$ cat src/rtl/lkled_pkg.sv
package lkled_pkg;

   localparam int CH_RED   = 0;
   localparam int CH_GREEN = 1;
   localparam int CH_BLUE  = 2;
   localparam int NUM_CH   = 3;

   typedef enum logic {
      PH_EVEN_RED  = 1'b0,
      PH_EVEN_BLUE = 1'b1
   } flash_phase_e;

   // Output bit that carries logical LED l, channel c, after the wiring map.
   function automatic int phys_bit(input int l, input int c, input int n_led,
                                   input bit reverse, input bit swap_rg);
      int p;
      int k;
      p = reverse ? (n_led - 1 - l) : l;
      k = c;
      if (swap_rg && c == CH_RED)   k = CH_GREEN;
      if (swap_rg && c == CH_GREEN) k = CH_RED;
      return p * NUM_CH + k;
   endfunction

endpackage

$ cat src/rtl/lkled_lock_key.sv
module lkled_lock_key #(
   parameter bit HOLD_EN     = 1'b0,
   parameter int HOLD_CYCLES = 1000
) (
   input  logic clk,
   input  logic rst_n,
   input  logic key_i,
   output logic lock_o,
   output logic turbo_o
);

   logic key_q;
   logic lock_q;
   logic press;

   assign press  = key_i & ~key_q;
   assign lock_o = lock_q;

   always_ff @(posedge clk or negedge rst_n) begin
      if (!rst_n) key_q <= 1'b0;
      else        key_q <= key_i;
   end

   generate
      if (HOLD_EN) begin : g_hold
         localparam int CW = $clog2(HOLD_CYCLES + 1);
         logic [CW-1:0] cnt_q;
         logic          long_q;

         if (HOLD_CYCLES < 1) begin : g_bad_hold
            $error("lkled_lock_key: HOLD_CYCLES must be at least 1");
         end

         always_ff @(posedge clk or negedge rst_n) begin
            if (!rst_n) begin
               lock_q <= 1'b0;
               cnt_q  <= '0;
               long_q <= 1'b0;
            end else if (press) begin
               lock_q <= ~lock_q;
               cnt_q  <= CW'(1);
               long_q <= 1'b0;
            end else if (!key_i) begin
               cnt_q  <= '0;
               long_q <= 1'b0;
            end else if (!long_q) begin
               if (cnt_q == CW'(HOLD_CYCLES)) begin
                  long_q <= 1'b1;
                  lock_q <= ~lock_q;
               end else begin
                  cnt_q <= cnt_q + 1'b1;
               end
            end
         end

         assign turbo_o = long_q;
      end else begin : g_plain
         always_ff @(posedge clk or negedge rst_n) begin
            if (!rst_n)     lock_q <= 1'b0;
            else if (press) lock_q <= ~lock_q;
         end

         assign turbo_o = 1'b0;
      end
   endgenerate

endmodule

$ cat src/rtl/lkled_pwm.sv
module lkled_pwm #(
   parameter int PWM_W = 8,
   parameter int N_CH  = 12
) (
   input  logic                  clk,
   input  logic                  rst_n,
   input  logic [N_CH*PWM_W-1:0] duty_i,
   output logic [N_CH-1:0]       on_o
);

   logic [PWM_W-1:0] ramp_q;

   always_ff @(posedge clk or negedge rst_n) begin
      if (!rst_n) ramp_q <= '0;
      else        ramp_q <= ramp_q + 1'b1;
   end

   generate
      for (genvar k = 0; k < N_CH; k++) begin : g_ch
         always_ff @(posedge clk or negedge rst_n) begin
            if (!rst_n) on_o[k] <= 1'b0;
            else        on_o[k] <= (ramp_q < duty_i[k*PWM_W +: PWM_W]);
         end
      end
   endgenerate

endmodule

$ cat src/rtl/lkled_host_watch.sv
module lkled_host_watch
   import lkled_pkg::*;
#(
   parameter int SILENT_CYCLES     = 1000,
   parameter int FLASH_HALF_CYCLES = 500
) (
   input  logic         clk,
   input  logic         rst_n,
   input  logic         frame_i,
   output logic         absent_o,
   output flash_phase_e phase_o
);

   localparam int SW = $clog2(SILENT_CYCLES + 1);
   localparam int FW = $clog2(FLASH_HALF_CYCLES + 1);

   logic [SW-1:0] silent_q;
   logic [FW-1:0] flash_q;

   always_ff @(posedge clk or negedge rst_n) begin
      if (!rst_n) begin
         absent_o <= 1'b1;
         silent_q <= '0;
      end else if (frame_i) begin
         absent_o <= 1'b0;
         silent_q <= '0;
      end else if (!absent_o) begin
         if (silent_q == SW'(SILENT_CYCLES - 1)) begin
            absent_o <= 1'b1;
            silent_q <= '0;
         end else begin
            silent_q <= silent_q + 1'b1;
         end
      end
   end

   always_ff @(posedge clk or negedge rst_n) begin
      if (!rst_n) begin
         flash_q <= '0;
         phase_o <= PH_EVEN_RED;
      end else if (!absent_o) begin
         flash_q <= '0;
         phase_o <= PH_EVEN_RED;
      end else if (flash_q == FW'(FLASH_HALF_CYCLES - 1)) begin
         flash_q <= '0;
         phase_o <= (phase_o == PH_EVEN_RED) ? PH_EVEN_BLUE : PH_EVEN_RED;
      end else begin
         flash_q <= flash_q + 1'b1;
      end
   end

endmodule

$ cat src/rtl/lkled_pinmap.sv
module lkled_pinmap
   import lkled_pkg::*;
#(
   parameter int NUM_LED      = 4,
   parameter bit REVERSE_LEDS = 1'b0,
   parameter bit SWAP_RG      = 1'b0
) (
   input  logic [NUM_LED*NUM_CH-1:0] logical_i,
   output logic [NUM_LED*NUM_CH-1:0] phys_o
);

   generate
      for (genvar l = 0; l < NUM_LED; l++) begin : g_led
         for (genvar c = 0; c < NUM_CH; c++) begin : g_ch
            localparam int PB = phys_bit(l, c, NUM_LED, REVERSE_LEDS, SWAP_RG);
            assign phys_o[PB] = logical_i[l*NUM_CH + c];
         end
      end
   endgenerate

endmodule

$ cat src/rtl/lkled_ctrl.sv
module lkled_ctrl
   import lkled_pkg::*;
#(
   parameter int PWM_W             = 8,
   parameter int NUM_LED           = 4,
   parameter int HOLD_CYCLES       = 40_000_000,
   parameter int SILENT_CYCLES     = 20_000_000,
   parameter int FLASH_HALF_CYCLES = 10_000_000,
   parameter bit REVERSE_LEDS      = 1'b0,
   parameter bit SWAP_RG           = 1'b0
) (
   input  logic                          clk,
   input  logic                          rst_n,
   input  logic                          shift_key_i,
   input  logic                          caps_key_i,
   input  logic                          host_frame_i,
   input  logic [NUM_LED*3*PWM_W-1:0]    duty_i,
   output logic                          shift_lock_o,
   output logic                          caps_lock_o,
   output logic                          turbo_o,
   output logic                          shift_led_n_o,
   output logic                          caps_led_n_o,
   output logic [NUM_LED*3-1:0]          rgb_n_o
);

   localparam int N_CH = NUM_LED * NUM_CH;

   if (PWM_W < 1 || PWM_W > 16) begin : g_bad_pwm
      $error("lkled_ctrl: PWM_W must lie in 1..16");
   end
   if (NUM_LED < 1) begin : g_bad_led
      $error("lkled_ctrl: NUM_LED must be at least 1");
   end
   if (SILENT_CYCLES < 2 || FLASH_HALF_CYCLES < 1) begin : g_bad_time
      $error("lkled_ctrl: silence and flash intervals too short");
   end

   logic         shift_turbo_unused;
   logic         absent;
   flash_phase_e phase;
   logic [N_CH-1:0] pwm_on;
   logic [N_CH-1:0] flash_on;
   logic [N_CH-1:0] logical_on;
   logic [N_CH-1:0] phys_on;
   logic [N_CH-1:0] rgb_n_q;

   lkled_lock_key #(.HOLD_EN(1'b0), .HOLD_CYCLES(1)) u_shift (
      .clk(clk), .rst_n(rst_n), .key_i(shift_key_i),
      .lock_o(shift_lock_o), .turbo_o(shift_turbo_unused)
   );

   lkled_lock_key #(.HOLD_EN(1'b1), .HOLD_CYCLES(HOLD_CYCLES)) u_caps (
      .clk(clk), .rst_n(rst_n), .key_i(caps_key_i),
      .lock_o(caps_lock_o), .turbo_o(turbo_o)
   );

   assign shift_led_n_o = ~shift_lock_o;
   assign caps_led_n_o  = ~caps_lock_o;

   lkled_pwm #(.PWM_W(PWM_W), .N_CH(N_CH)) u_pwm (
      .clk(clk), .rst_n(rst_n), .duty_i(duty_i), .on_o(pwm_on)
   );

   lkled_host_watch #(
      .SILENT_CYCLES(SILENT_CYCLES), .FLASH_HALF_CYCLES(FLASH_HALF_CYCLES)
   ) u_watch (
      .clk(clk), .rst_n(rst_n), .frame_i(host_frame_i),
      .absent_o(absent), .phase_o(phase)
   );

   generate
      for (genvar l = 0; l < NUM_LED; l++) begin : g_flash
         localparam bit EVEN = ((l % 2) == 0);
         logic red_on;
         assign red_on = EVEN ^ (phase == PH_EVEN_BLUE);
         assign flash_on[l*NUM_CH + CH_RED]   = red_on;
         assign flash_on[l*NUM_CH + CH_GREEN] = 1'b0;
         assign flash_on[l*NUM_CH + CH_BLUE]  = ~red_on;
      end
   endgenerate

   assign logical_on = absent ? flash_on : pwm_on;

   lkled_pinmap #(
      .NUM_LED(NUM_LED), .REVERSE_LEDS(REVERSE_LEDS), .SWAP_RG(SWAP_RG)
   ) u_map (
      .logical_i(logical_on), .phys_o(phys_on)
   );

   always_ff @(posedge clk or negedge rst_n) begin
      if (!rst_n) rgb_n_q <= '1;
      else        rgb_n_q <= ~phys_on;
   end

   assign rgb_n_o = rgb_n_q;

endmodule

$ cat config.mk
export PLATFORM = sky130hd
export DESIGN_NAME = lkled_ctrl
export DESIGN_NICKNAME = d
export VERILOG_FILES = /design/src/rtl/lkled_pkg.sv /design/src/rtl/lkled_lock_key.sv /design/src/rtl/lkled_pwm.sv /design/src/rtl/lkled_host_watch.sv /design/src/rtl/lkled_pinmap.sv /design/src/rtl/lkled_ctrl.sv
export SDC_FILE = /design/constraint.sdc
export NUM_CORES = 1
export LEC_CHECK = 0
export BUFFER_PORTS_ARGS = -buffer_cell sky130_fd_sc_hd__buf_2
export CORE_ASPECT_RATIO = 2
export CORE_MARGIN = 5
export CORE_UTILIZATION = 50
export DETAILED_ROUTE_END_ITERATION = 12
export HOLD_SLACK_MARGIN = 0.08
export PLACE_DENSITY_LB_ADDON = 0.2
export SLEW_MARGIN = 20
export SYNTH_ARGS = -nofsm -noshare
export SYNTH_HDL_FRONTEND = slang
export SYNTH_SLANG_ARGS = --single-unit
$ cat constraint.sdc
create_clock -name clk -period 3.18 [get_ports clk]
set_clock_uncertainty 0.15 [all_clocks]
set_input_delay 0.318 -clock clk [delete_from_list [all_inputs] [get_ports clk]]
set_output_delay 0.318 -clock clk [all_outputs]
set_load 0.02 [all_outputs]
==> results of run 1 <==
==> metrics by stage <==
stage | util, % | area (um^2) | setup WS (ps) | power [mW] | hold slack, ps
after floorplan | - | 7350 | 997 | 1.74 | -128
after global placement | 56.6 | 8170 | 483 | 1.89 | 62.7
final | 61.5 | 8870 | 654 | 3.98 | 173
after detailed placement | 56.6 | 8170 | 432 | 1.90 | 66.3
after CTS | 61.4 | 8860 | 421 | 4.02 | 172
after global routing | 61.5 | 8870 | 528 | 4.14 | 191
==> worst max path at each step <==
stage                                     startpoint                               end  slack (ps)
floorplan           u_watch.silent_q[17]$_DFFE_PN0P_   u_watch.silent_q[5]$_DFFE_PN0P_        1000
global placement     u_watch.silent_q[0]$_DFFE_PN0P_  u_watch.silent_q[21]$_DFFE_PN0P_         480
detailed placement   u_watch.silent_q[0]$_DFFE_PN0P_  u_watch.silent_q[21]$_DFFE_PN0P_         430
CTS                  u_watch.silent_q[0]$_DFFE_PN0P_  u_watch.silent_q[21]$_DFFE_PN0P_         420
global route            u_watch.flash_q[0]$_DFF_PN0_      u_watch.flash_q[2]$_DFF_PN0_         530
finish                  u_watch.flash_q[0]$_DFF_PN0_     u_watch.flash_q[16]$_DFF_PN0_         650
==> sequential cells by signal, indices dropped and copies added (netlist names), 8 cells and up <==
register,count
u_watch.flash_q,24
u_pwm.ramp_q,8
rgb_n_o,12
u_caps.g_hold.cnt_q,26
u_pwm.on_o,12
u_watch.silent_q,25
==> layout by cell type (no fill, tap or decap), types with 23 or more instances in the layout <==
cell type / count
nand4_1: 23
xor2_1: 30
nand3_1: 42
ha_1: 89
buf_2: 116
dfrtp_1: 101
o21a_1: 25
nand2_1: 68
inv_1: 108
o21ai_0: 31
nor2_1: 61
==> where the power goes <==
group	switching, mW	total [mW]	internal (mW)	leakage, nW
sequential	0.0234	1.52	1.49	1.46
clock	0.707	2.11	1.40	0.318
combinational	0.200	0.355	0.155	2.58
==> critical path, stage by stage (launching register included) <==
cell and delay, ps:
dfrtp_1 430, ha_1 260, nand4_1 160, or2_2 340, nor3_1 300, nand2b_1 420
buf_4 280, nor2_1 70
==> layout make-up <==
cell class | instances | area share (%)
clock buffers | 17 | 4.80
clock inverters | 15 | 2.62
inverters | 108 | 4.57
multi-input cells | 557 | 45.1
flip-flops and latches | 114 | 32.3
well taps | 192 | 2.71
repair buffers | 129 | 7.90
==> layer usage <==
layer / vias up / part of all wire (%) / track usage (%)
met5: - / 0 / 0
li1: 3045 / - / -
met2: 144 / 56 / 39.6
met1: 2964 / 37 / 21.9
met3: 32 / 4.3 / 4.85
met4: 0 / 2.4 / 9.24
==> cell families after synthesis <==
logic type	after synthesis
adder cells (fa/ha/maj)	89
multiplexers	6
flip-flops	114
XOR/XNOR	52
buffers and inverters	124
AND/OR/NAND/NOR	270
AO/OA/AOI/OAI	140
==> timing repair <==
item,in CTS,in global routing
hold buffers,4,0
endpoints found under the hold margin,106,0
setup buffers,0,0
==> run_results.csv, run 1 <==
group,metric,value,unit
status,status,"completed",
logic_synthesis,ys_ff_latch,114,
global_route,grt_max_degree,69,
placed_design,dp_hpwl,13200,um
floorplanning,die_area,17400,um^2
logic_synthesis,synth_seq_area_share,39.0,%
logic_synthesis,yosysUniqueCellTypes,52,
worst_setup_path,worst-setup-path-type,"flip-flop to flip-flop",
clock_tree,clk_pin_slew_worst_paths,60,ps
placed_design,io_buffers,117,
clock_tree,cts_root_buffer,"clkbuf_16",
sta,rsz0062_at_grt,"no",
sta,fmax,396,MHz
clock_tree,htreeDepth,4,
global_route,grt.overflow.total,0,
detailed_routing,viasPerCell,5.46,
global_route,first_global_vias,6356,
logic_synthesis,yosys-top-cells-count,"inv_1 (108), dfrtp_1 (101), ha_1 (89)",
clock_tree,clockBufferDepth,2,
logic_synthesis,synthSimpleGateAreaFrac,19.1,%
worst_setup_path,cp-end-kind,"flip-flop",
detailed_routing,routed_wl,17600,um
layout,fin_cells,1132,
logic_synthesis,synth_xor_area_share,6.20,%
sta,tightest_slew,881,ps
logic_synthesis,synth_top_family_by_area,"simple AND/OR/NAND/NOR gates",
logic_synthesis,synth-adder-area-share,15.1,%
sta,final-hold-violation-count,0,
logic_synthesis,syn_inst,795,
clock_tree,clock_latency,410,ps
power,vdd_drop_max,0.347,mV
placed_design,gp_congestion,0.843,
placed_design,dp_cells,1096,
layout,multi_input_area,4000,um^2
floorplanning,placeableCoreArea,14400,um^2
detailed_routing,vias,6185,
layout,regArea,2870,um^2
layout,fin_nets,1117,
worst_setup_path,ff2ff_setup_slack,650,ps
global_route,grt_util_all_layers,21.3,%
logic_synthesis,yosysMostFrequentCell,"inv_1",
clock_tree,cts_sinks,114,
sta,min_period,2530,ps
detailed_routing,drtAntennaViolNets,0,
worst_setup_path,crit_required,3330,ps
worst_setup_path,rr_worst_depth,7,
layout,diodes,0,
sta,setup_violations,0,
sta,relSlewSlack,41.1,%
logic_synthesis,synth_area_per_cell,9.25,um^2
floorplanning,initial_core_util,50.9,%
detailed_routing,wl_per_cell,15.5,um
logic_synthesis,synthArstFlopShare,100,%
run,drv_cap,0,
logic_synthesis,synthMuxAreaShare,0.817,%
power,p_leak,4.36,nW
floorplanning,ios,118,
logic_synthesis,synth_top_area_cell,"dfrtp_1",
global_route,grt_pass1_wl,29200,um
sta,slew_viol_final,0,
worst_setup_path,cp_max_fo,13,
sta,min_period_over_period,79.4,%
floorplanning,rows,62,
logic_synthesis,yosys_most_used_dff,"dfrtp_1",
worst_setup_path,reg2reg_to,"u_watch.flash_q[16]$_DFF_PN0_",
worst_setup_path,worstPathArrival,2680,ps
detailed_routing,first_pass_iters,6,
logic_synthesis,synth_nets,985,
worst_setup_path,r2r-start,"u_watch.flash_q[0]$_DFF_PN0_",
power,power-per-cell-area,449,nW/um^2
clock_tree,numCtsBuffers,17,
layout,fillCellCount,1321,
detailed_routing,drt_iter0_drc,258,
clock_tree,cts.repair.resized,0,
logic_synthesis,synth_area_leaders,"dfrtp_1 (34%), ha_1 (15%), inv_1 (5.5%)",
layout,area_growth,20.7,%
global_route,antenna_found_initial,0,
floorplanning,die_h,181,um
floorplanning,die_width,95.7,um
min_path,hold_path_class,"input pin to async pin",
sta,setup-tns-final,0,ps
logic_synthesis,synth_compound_area_share,13.0,%
layout,drive_gt1_share,20.5,%
logic_synthesis,synth_edf_count,0,
logic_synthesis,yosysTopAreaCellShare,34.4,%
clock_tree,tritoncts,"built",
worst_setup_path,worstSetupStartpointType,"flip-flop",
logic_synthesis,synth_area,7350,um^2
logic_synthesis,ys_warn_count,0,
detailed_routing,drc,0,
Power figures use the tool's default switching activity.
==> run 2: changes to the inputs <==
ABC_AREA = 1   (was unset)
clock period = 2.6 ns   (was 3.18 ns; I/O delays follow)
==> run 2 against run 1 <==
Critical path depth fell by 1. Cell area rose by 7.7%. Hold slack got worse by 37 ps. Critical path type unchanged. Critical endpoint is now u_watch.flash_q[19]$_DFF_PN0_.
==> run_results.csv, run 2 <==
group,metric,value,unit
clock_tree,numCtsBuffers,17,
floorplanning,die_h,189,um
worst_setup_path,slowest_stage,"nand2_1",
logic_synthesis,synthArstFlopShare,100,%
clock_tree,clockBufferDepth,2,
logic_synthesis,yosysUniqueCellTypes,39,
power,fin_total_pwr,4.73,mW
logic_synthesis,synth_top_area_cell,"dfrtp_1",
clock_tree,clock_latency,420,ps
global_route,grtUsageMet1,22.8,%
detailed_routing,wl_per_cell,14.7,um
global_route,antenna_found_initial,0,
placed_design,io_buffers,117,
power,p_leak,4.74,nW
logic_synthesis,synth_seq_area_share,35.6,%
floorplanning,placeableCoreArea,15800,um^2
layout,final_area,9560,um^2
global_route,met2_usage,45.4,%
detailed_routing,drc,0,
floorplanning,ios,118,
sta,relSlewSlack,54.8,%
worst_setup_path,crit_chain,"ha_1, nand3_2, nor4_1, nand4_1, nand2_1, nor2_1",
logic_synthesis,synth_edf_count,0,
power,power-per-cell-area,495,nW/um^2
worst_setup_path,worstPathArrival,2190,ps
sta,fmax,488,MHz
global_route,grt_max_degree,51,
sta,setup_violations,0,
min_path,hold_path_class,"input pin to flip-flop",
layout,layout_common_cells,"nand2_1 (253), inv_1 (172), nor2_1 (127)",
logic_synthesis,synth_nets,1280,
sta,final-hold-violation-count,0,
detailed_routing,routed_wl,21100,um
worst_setup_path,worstSetupStartpointType,"flip-flop",
sta,min_period_over_period,78.8,%
clock_tree,cts_root_buffer,"clkbuf_16",
worst_setup_path,critPathLaunch,"u_watch.flash_q[0]$_DFF_PN0_",
clock_tree,postCtsSetupRepairBufs,0,
global_route,top_usage_layer,"met2",
sta,min_period,2050,ps
worst_setup_path,crit_required,2740,ps
worst_setup_path,cp-end-kind,"flip-flop",
worst_setup_path,worst-setup-path-type,"flip-flop to flip-flop",
logic_synthesis,syn_inst,1090,
clock_tree,clk_pin_slew_worst_paths,50,ps
layout,fin_nets,1414,
floorplanning,initial_core_util,51.0,%
detailed_routing,drt_iter0_drc,306,
min_path,worstHoldStart,"duty_i[24]",
detailed_routing,drtAntennaViolNets,0,
sta,rsz0062_at_grt,"no",
worst_setup_path,slowest_delay,400,ps
global_route,grt_pass1_wl,35900,um
logic_synthesis,ys_warn_count,0,
clock_tree,htreeDepth,4,
global_route,grtUsageMet3,4.46,%
worst_setup_path,cp_max_fo,11,
logic_synthesis,synth_area_leaders,"dfrtp_1 (31%), ha_1 (14%), nand2_1 (12%)",
run,drv_cap,0,
logic_synthesis,yosysTopAreaCellShare,31.4,%
layout,largest_register_ffs,26,
logic_synthesis,yosys-top-cells-count,"nand2_1 (253), inv_1 (172), nor2_1 (127)",
layout,top_regs,"u_caps.g_hold.cnt_q: 26 flops, u_watch.silent_q: 25 flops, u_watch.flash_q: 24 flops",
power,vdd_drop_max,0.292,mV
global_route,grt.overflow.total,0,
placed_design,gp_congestion,0.935,
logic_synthesis,yosysMostFrequentCell,"nand2_1",
sta,slew_viol_final,0,
placed_design,placed_area,8880,um^2
detailed_routing,first_pass_iters,5,
global_route,first_global_vias,7916,
layout,area_growth,18.7,%
layout,diodes,0,
status,status,"completed",
logic_synthesis,synth_area,8050,um^2
logic_synthesis,yosys_most_used_dff,"dfrtp_1",
worst_setup_path,r2r-start,"u_watch.flash_q[0]$_DFF_PN0_",
layout,layout_commonest_cell,"nand2_1",
floorplanning,die_area,18900,um^2
clock_tree,tritoncts,"built",
floorplanning,rows,65,
floorplanning,die_width,99.7,um
sta,setup-tns-final,0,ps
layout,regMostFlops,"u_caps.g_hold.cnt_q",
placed_design,dp_hpwl,16600,um
layout,drive_gt1_share,16.0,%
logic_synthesis,synth_area_per_cell,7.39,um^2
global_route,grt_util_all_layers,23.8,%
logic_synthesis,ys_ff_latch,114,
clock_tree,cts_sinks,114,
sta,tightest_slew,678,ps
detailed_routing,viasPerCell,5.24,
detailed_routing,vias,7529,
-- run 2: critical path: cells and delay by family (launching register included) --
family                   cells  cell delay, ps
flip-flops                   1             370
AND/OR/NAND/NOR              5            1200
adder cells (fa/ha/maj)      1             210
-- run 2: cells by family (layout without fill, tap and decap cells) --
logic type | count (synthesis) | in the layout | share of synthesized area [%]
buffers and inverters | 192 | 339 | 9.56
adders and majority gates | 89 | 89 | 13.8
and+or+nand+nor | 509 | 509 | 27.3
AOI/OAI and AO/OA | 153 | 153 | 10.1
DFF | 114 | 114 | 35.6
xor gates and xnor gates | 33 | 33 | 3.59
-- run 2: where the power goes --
| group | switching [mW] | internal [mW] |
|---|---|---|
| clock | 0.855 | 1.65 |
| combinational | 0.229 | 0.158 |
| sequential | 0.0166 | 1.82 |
| total | 1.10 | 3.63 |
-- run 2: layout make-up --
| class | instances | area (um^2) |
|---|---|---|
| tap | 201 | 251 |
| clock buffer | 19 | 453 |
| sequential | 114 | 2870 |
| timing repair buffer | 130 | 708 |
| multi-input combinational | 784 | 4410 |
| clock inverter | 13 | 184 |
| fill | 1528 | 6220 |
| inverter | 177 | 677 |
-- run 2: repair_timing --
action	in CTS	in global routing
hold endpoints to repair	45	0
hold buffers	4	0
gates resized for setup	0	0
-- run 2: path summary, 6_finish.rpt --
path,endpoint,slack (ps),depth (start not counted)
setup / recovery,u_watch.flash_q[19]$_DFF_PN0_,550,6
hold / removal,u_pwm.on_o[3]$_DFF_PN0_,140,5
setup reg to reg,u_watch.flash_q[19]$_DFF_PN0_,550,6
hold reg to reg,rgb_n_o[7]$_DFF_PN1_,210,1
max in group asynchronous,rgb_n_o[2]$_DFF_PN1_,1300,3
min in group asynchronous,u_caps.g_hold.cnt_q[13]$_DFFE_PN0P_,210,2
-- run 2: per-stage QoR --
step,util (%),std cells,hold slack (ps),setup WS [ps]
after floorplan,-,1090,-186,865
after global placement,56.3,1402,122,622
after detailed placement,56.3,1402,127,595
after CTS,60.6,1438,128,547
after global routing,60.6,1438,188,264
final,60.6,1438,136,552
-- run 2: routing by layer --
| metal | up-vias | wire length, um |
|---|---|---|
| met5 | - | 0 |
| met4 | 0 | 1140 |
| met3 | 73 | 924 |
| met1 | 3461 | 7260 |
| li1 | 3795 | - |
| met2 | 200 | 11800 |
